### src/rtl/amo_store_gate.sv
`timescale 1ns/1ps
module amo_store_gate #(
  parameter int ADDR_W     = 32,
  parameter int DATA_W     = 64,
  parameter int OP_W       = 5,
  parameter int SIZE_W     = 2,
  parameter int SB_DEPTH   = 8,
  parameter int LINE_BYTES = 64
) (
  input  logic                       clk,
  input  logic                       rst_n,
  input  logic                       req_valid,
  output logic                       req_ready,
  input  logic                       req_amo,
  input  logic [ADDR_W-1:0]          req_addr,
  input  logic [DATA_W-1:0]          req_data,
  input  logic [OP_W-1:0]            req_op,
  input  logic [SIZE_W-1:0]          req_size,
  output logic                       sb_push_valid,
  input  logic                       sb_push_ready,
  output logic [ADDR_W-1:0]          sb_push_addr,
  output logic [DATA_W-1:0]          sb_push_data,
  output logic [SIZE_W-1:0]          sb_push_size,
  input  logic [SB_DEPTH-1:0]        sb_tag_valid,
  input  logic [SB_DEPTH*ADDR_W-1:0] sb_tag_addr,
  output logic                       c_req_valid,
  input  logic                       c_req_ready,
  output logic [ADDR_W-1:0]          c_req_addr,
  output logic [DATA_W-1:0]          c_req_data,
  output logic [OP_W-1:0]            c_req_op,
  output logic [SIZE_W-1:0]          c_req_size,
  input  logic                       c_rsp_valid,
  input  logic [DATA_W-1:0]          c_rsp_data,
  output logic                       amo_rsp_valid,
  output logic [DATA_W-1:0]          amo_rsp_data,
  output logic                       amo_misalign
);

  localparam int OFF_W = $clog2(LINE_BYTES);
  localparam logic [ADDR_W-1:0] LINE_MASK = ~(ADDR_W'(LINE_BYTES - 1));
  localparam logic [OFF_W:0] LINE_LIMIT = (OFF_W+1)'(LINE_BYTES);

  typedef enum logic [1:0] {S_IDLE, S_HOLD, S_RESP} state_t;

  state_t            state;
  logic [ADDR_W-1:0] hold_addr;
  logic [DATA_W-1:0] hold_data;
  logic [OP_W-1:0]   hold_op;
  logic [SIZE_W-1:0] hold_size;
  logic [SB_DEPTH-1:0] hit;
  logic [OFF_W:0]    end_off;
  logic              crosses, idle, accept_amo, conflict;

  assign idle          = (state == S_IDLE);
  assign req_ready     = idle && (req_amo || sb_push_ready);
  assign sb_push_valid = idle && req_valid && !req_amo;
  assign sb_push_addr  = req_addr;
  assign sb_push_data  = req_data;
  assign sb_push_size  = req_size;
  assign accept_amo    = idle && req_valid && req_amo;

  assign end_off = {1'b0, req_addr[OFF_W-1:0]} + ((OFF_W+1)'(1) << req_size);
  assign crosses = end_off > LINE_LIMIT;

  for (genvar i = 0; i < SB_DEPTH; i++) begin : g_snoop
    assign hit[i] = sb_tag_valid[i] &&
                    (((sb_tag_addr[i*ADDR_W +: ADDR_W] ^ hold_addr) & LINE_MASK) == '0);
  end
  assign conflict = |hit;

  assign c_req_valid = (state == S_HOLD) && !conflict;
  assign c_req_addr  = hold_addr;
  assign c_req_data  = hold_data;
  assign c_req_op    = hold_op;
  assign c_req_size  = hold_size;

  always_ff @(posedge clk) begin
    if (!rst_n) begin
      state         <= S_IDLE;
      hold_addr     <= '0;
      hold_data     <= '0;
      hold_op       <= '0;
      hold_size     <= '0;
      amo_rsp_valid <= 1'b0;
      amo_rsp_data  <= '0;
      amo_misalign  <= 1'b0;
    end else begin
      amo_rsp_valid <= 1'b0;
      amo_misalign  <= 1'b0;
      case (state)
        S_IDLE: if (accept_amo) begin
          if (crosses) begin
            amo_misalign <= 1'b1;
          end else begin
            state     <= S_HOLD;
            hold_addr <= req_addr;
            hold_data <= req_data;
            hold_op   <= req_op;
            hold_size <= req_size;
          end
        end
        S_HOLD: if (c_req_valid && c_req_ready) state <= S_RESP;
        S_RESP: if (c_rsp_valid) begin
          amo_rsp_valid <= 1'b1;
          amo_rsp_data  <= c_rsp_data;
          state         <= S_IDLE;
        end
        default: state <= S_IDLE;
      endcase
    end
  end

  assert_store_only_R3: assert property (@(posedge clk) disable iff (!rst_n)
    sb_push_valid |-> !req_amo);

  assert_req_stable_R6: assert property (@(posedge clk) disable iff (!rst_n)
    (c_req_valid && !c_req_ready) |=> (c_req_valid && $stable(c_req_addr) &&
      $stable(c_req_data) && $stable(c_req_op) && $stable(c_req_size)));

  assert_core_stalled_R7: assert property (@(posedge clk) disable iff (!rst_n)
    c_req_valid |-> (!req_ready && !sb_push_valid));

  assert_misalign_cause_R8: assert property (@(posedge clk) disable iff (!rst_n)
    amo_misalign |-> ($past(req_valid && req_amo && req_ready) && !c_req_valid));

  assert_rsp_pulse_R9: assert property (@(posedge clk) disable iff (!rst_n)
    amo_rsp_valid |=> !amo_rsp_valid);

endmodule

### config.mk
export PLATFORM = sky130hd
export DESIGN_NAME = amo_store_gate
export DESIGN_NICKNAME = d
export VERILOG_FILES = /design/src/rtl/amo_store_gate.sv
export SDC_FILE = /design/constraint.sdc
export NUM_CORES = 1
export LEC_CHECK = 0
export ABC_AREA = 1
export ABC_CLOCK_PERIOD_IN_PS = 2500
export BUFFER_PORTS_ARGS = -buffer_cell sky130_fd_sc_hd__buf_2
export CAP_MARGIN = 20
export CORE_AREA = 2 2 275 277
export CTS_BUF_LIST = sky130_fd_sc_hd__clkbuf_16
export CTS_CLUSTER_DIAMETER = 40
export DETAILED_ROUTE_END_ITERATION = 12
export DIE_AREA = 0 0 277 279
export PLACE_DENSITY = 0.37
export SYNTH_ARGS = -nofsm -noshare
export SYNTH_HDL_FRONTEND = slang
export SYNTH_SLANG_ARGS = --single-unit
### constraint.sdc
create_clock -name clk -period 2.5 [get_ports clk]
set_input_delay 0.25 -clock clk [delete_from_list [all_inputs] [get_ports clk]]
set_output_delay 0.25 -clock clk [all_outputs]
set_load 0.01 [all_outputs]
==> impl_summary.md <==
Drt
The first detailed-routing pass ran for 7 iterations. The first routing iteration left 498 violations. The total number of vias is 12100.

The post-route antenna net violation count is 0. The DRC violation count after routing is 0. The post-detailed-route wirelength per cell is 18.3 µm. Dividing the detail-routed via count by the number of cells gives 3.78. After detailed routing, the total wire length is 58900 µm.

Setup path
For the worst setup path, the data arrival time is 2.21 ns. The buffer and inverter count on the worst path is 3. The worst reg2reg path depth is 16.

The critical path in this run is classified as reg2out. The gate family responsible for the most delay along the worst path is simple AND/OR/NAND/NOR gates. The type of destination of the critical path is an output pin. For the worst setup path, the data required time is 2.25 ns. The number of stages on the worst setup path is 13. The critical path's largest stage delay is 0.36 ns. The peak fanout along the critical path is 5.

The kind of start point of the critical path is a flop. The critical path goes through buf_12 > clkinvlp_4 > nand2_2 > nand2_1 > nor2_1 > nand2_1 > nor2_2 > nand2_2 > nor2_2 > nor2_2 > nand2_2 > nor4_2 > buf_2. The cell with the largest stage delay on the worst path is sky130_fd_sc_hd__dfxtp_2.

Clock tree
The maximum count of clock buffers along a single path is 2. The post-CTS clock slew at the launch and capture registers of the worst setup and hold paths is 0.09 ns. TritonCTS built the clock tree. In this run, CTS created clock tree buffers numbering 17.

Counting every sink on the clock net gives 171. The H-tree was split into 4 levels. The clock latency of the later-clocked register in the worst-skew pair is 0.48 ns. Clock tree synthesis selected as its root buffer the cell sky130_fd_sc_hd__clkbuf_16.

Power
The clock network burns 34.4% of the power. In this run the power density over the cells is 511 nW/µm². Internal power comes to 5.20 mW. The worst-case IR drop observed on VDD is 0.505 mV.

The share of total power dissipated in combinational logic is 28.5%. The design draws 8.05 mW. The relative contribution of sequential cells to total power is 37.1%. The switching power of the nets is 2.85 mW. The analysis attributes to cell leakage a power of 7.86 nW. Net switching is 35.4% of the power.

Run
The number of max-capacitance violations reported is 0.

Floorplanning
In this run the count of I/O pins placed on the die edge is 708. The die boundary width is 277 µm. The floorplan step defined a die boundary enclosing 77300 µm². The effective utilization at floorplan is 13.8%. The core region is 74100 µm². The die height is 279 µm.

The number of placement rows is 100.

Timing
The number of failing hold endpoints at the final stage is 0. Setup violations remaining at the end of the flow were counted as 0. Setup repair after global routing could not meet its margin everywhere. The max-slew violation total from the final report is 0.

Across the routed clock network, the largest skew measured is 0.0142 ns. The final worst-path setup slack is 0.0356 ns. The period utilization is 98.6%.

In this run the tightest slew margin relative to its limit is 73.7%. The worst slack on hold paths is 0.0558 ns. The achievable frequency is 0.406 GHz.

The routed design could run at a clock period as short as 2.46 ns. The transition time at the pin with the least slew margin is 0.394 ns.

Synth
The portion of the post-synthesis area used by sequential elements is 33.5%. A synthesized cell averages 6.45 µm². Counting flops with a built-in enable in the synthesized netlist gives 0. The synthesized cell area is 10200 µm². The total nets after synthesis is 2028. The simple logic cell fraction of the synthesized area is 25.1%. Of the post-synthesis cell area, the part taken by muxes is 0%. The commonest register cell after synthesis is sky130_fd_sc_hd__dfxtp_1. The proportion of synthesized flip-flops having asynchronous set or reset is 0%. By area, the combinational part of the netlist is dominated by simple AND/OR/NAND/NOR gates. The synthesized design devotes to its leading area cell type 33.5% of total area.

The number of distinct standard cells referenced by the synthesized netlist is 37. During synthesis, Yosys emitted a total of 0 warnings. The count of mapped cells out of synthesis is 1585.

The compound-gate portion of the synthesized area is 16.0%. The biggest area contributor in the post-synthesis netlist is sky130_fd_sc_hd__dfxtp_1. Synthesis inferred 171 register bits. The parity-gate share of the synthesized area counting xor and xnor cells is 6.08%. The synthesized netlist devotes 0.685% of its cell area to adder and majority cells.

Ranked by total cell area, the synthesized netlist is headed by sky130_fd_sc_hd__dfxtp_1, sky130_fd_sc_hd__nand2_1, sky130_fd_sc_hd__o21ai_0, sky130_fd_sc_hd__nor2_1, sky130_fd_sc_hd__buf_4.

Place
At the placement stage, the worst setup path has a slack of -0.0688 ns. The half-perimeter wire length of the detailed placement result is 49200 µm. The number of placed instances, taps included is 3105.

The count of buffers added on input and output ports is 659. The global placer's final weighted congestion is 0.902.

Finish
The finished layout holds 3215 standard cells, fillers aside. Compared with the post-synthesis result, the final layout area differs by 54.0%. The final-layout fill cell count is 8592.

The share of post-route cells with drive strength above 1 is 37.7%. For this run, the post-layout net count is 2673.

Worst hold path
The type of the most critical hold path is in2reg. The cell count of the worst hold path is 3.

Global routing
The number of antenna violations at the first check in global routing is 9. The first global-routing pass estimated 82700 µm of wire. The largest net degree at the start of global routing is 68. Global routing finished with a remaining overflow of 0. The via count of the first global-routing pass is 11900. The all-layer global routing usage is 14.8%.

Run status
The run finished with clean final reports.
tightest hold or removal path: stages:
cell	delay [ns]
sky130_fd_sc_hd__buf_2	0.07
sky130_fd_sc_hd__o21ai_0	0.07
sky130_fd_sc_hd__a21oi_1	0.11
cells by family (layout without fill, tap and decap cells):
kind of cell             count (synthesis)  in the layout
AND/OR/NAND/NOR                        646            646
buffers and inverters                  371           1029
AO/OA/AOI/OAI                          321            321
flip-flops                             171            171
XOR/XNOR                                71             71
adder cells (fa/ha/maj)                  5              5
other                                    0              3
repair_timing:
item | in CTS | in global routing
buffers inserted | 7 | 4
gates resized for setup | 30 | 40
hold buffers | 64 | 0
endpoints found under the setup margin | 1 | 1
endpoints found under the hold margin | 64 | 0
pin swaps | 10 | 10
routing by layer:
layer / vias up / global-route usage [%] / share of wire [%]
met4: 8 / 6.34 / 3.9
met1: 5406 / 16.2 / 39
met2: 538 / 26.8 / 50
met5: - / 0 / 0.071
li1: 6110 / - / -
met3: 81 / 4.01 / 6.7
flip-flops by register name, indices dropped and copies added, names as in the netlist:
register,count
amo_rsp_data,64
amo_rsp_valid,1
c_req_addr,32
amo_misalign,1
state,2
c_req_op,5
c_req_data,64
c_req_size,2
final cells by class:
| class | instances | area, µm² | area share (%) |
|---|---|---|---|
| antenna | 3 | 7.51 | 0.0477 |
| tap | 969 | 1210 | 7.70 |
| clock inverter | 15 | 166 | 1.06 |
| multi-input combinational | 1043 | 5020 | 31.9 |
| timing repair buffer | 804 | 4720 | 30.0 |
| clock buffer | 17 | 425 | 2.70 |
| sequential | 171 | 3440 | 21.8 |
| inverter | 193 | 763 | 4.85 |
final timing paths:
check | slack (ns) | from | to
max | 0.04 | c_req_addr[10] | c_req_valid
min reg2reg | 0.44 | amo_rsp_data[62] | amo_rsp_data[62]
max reg2reg | 0.50 | c_req_addr[10] | state[0]
min | 0.06 | c_rsp_data[55] | amo_rsp_data[55]
placed cells by master, fill, tap and decap left out, drive strengths merged, types with 4 or more instances in the layout:
cell type	count
nand3	19
nor3	9
nor2	256
or2	11
buf	740
o22ai	6
dfxtp	171
dlygate4sd3	64
xor2	16
o21ai	211
clkinvlp	4
nand2	335
a21oi	98
nand4	10
clkinv	6
ha	4
clkbuf	17
inv	198
xnor2	55
synth_stat cells, types with 4 or more instances:
library cell / number
sky130_fd_sc_hd__o21ai_1: 11
sky130_fd_sc_hd__ha_1: 4
sky130_fd_sc_hd__nor2_1: 253
sky130_fd_sc_hd__nand3_1: 18
sky130_fd_sc_hd__or2_1: 5
sky130_fd_sc_hd__a21oi_1: 97
sky130_fd_sc_hd__dfxtp_1: 171
sky130_fd_sc_hd__o21ai_0: 199
sky130_fd_sc_hd__nand4_1: 10
sky130_fd_sc_hd__nand2_2: 6
sky130_fd_sc_hd__buf_6: 7
sky130_fd_sc_hd__or2_0: 4
sky130_fd_sc_hd__clkbuf_1: 31
sky130_fd_sc_hd__xnor2_1: 55
sky130_fd_sc_hd__inv_2: 18
sky130_fd_sc_hd__buf_4: 117
sky130_fd_sc_hd__o22ai_1: 6
sky130_fd_sc_hd__buf_2: 22
sky130_fd_sc_hd__inv_1: 175
sky130_fd_sc_hd__nor3_1: 8
sky130_fd_sc_hd__nand2_1: 329
sky130_fd_sc_hd__xor2_1: 16
power groups by stage:
stage | combinational, mW | sequential [mW] | clock [mW]
2_1_floorplan | 1.05 | 3.11 | 0
3_3_place_gp | 2.21 | 3.04 | 0
3_5_place_dp | 2.20 | 3.04 | 0
4_1_cts | 2.31 | 2.98 | 2.94
5_1_grt | 2.52 | 3.01 | 3.00
6_report | 2.29 | 2.98 | 2.77
through the flow:
stage | TNS, ns | instance area (µm²) | utilization (%)
2_1_floorplan | 0 | 10200 | -
3_3_place_gp | -0.265 | 14200 | 19.2
3_5_place_dp | -0.745 | 14200 | 19.2
4_1_cts | -0.165 | 15600 | 21.1
5_1_grt | -0.127 | 15800 | 21.3
6_report | 0 | 15800 | 21.3
Power figures use the tool's default switching activity.
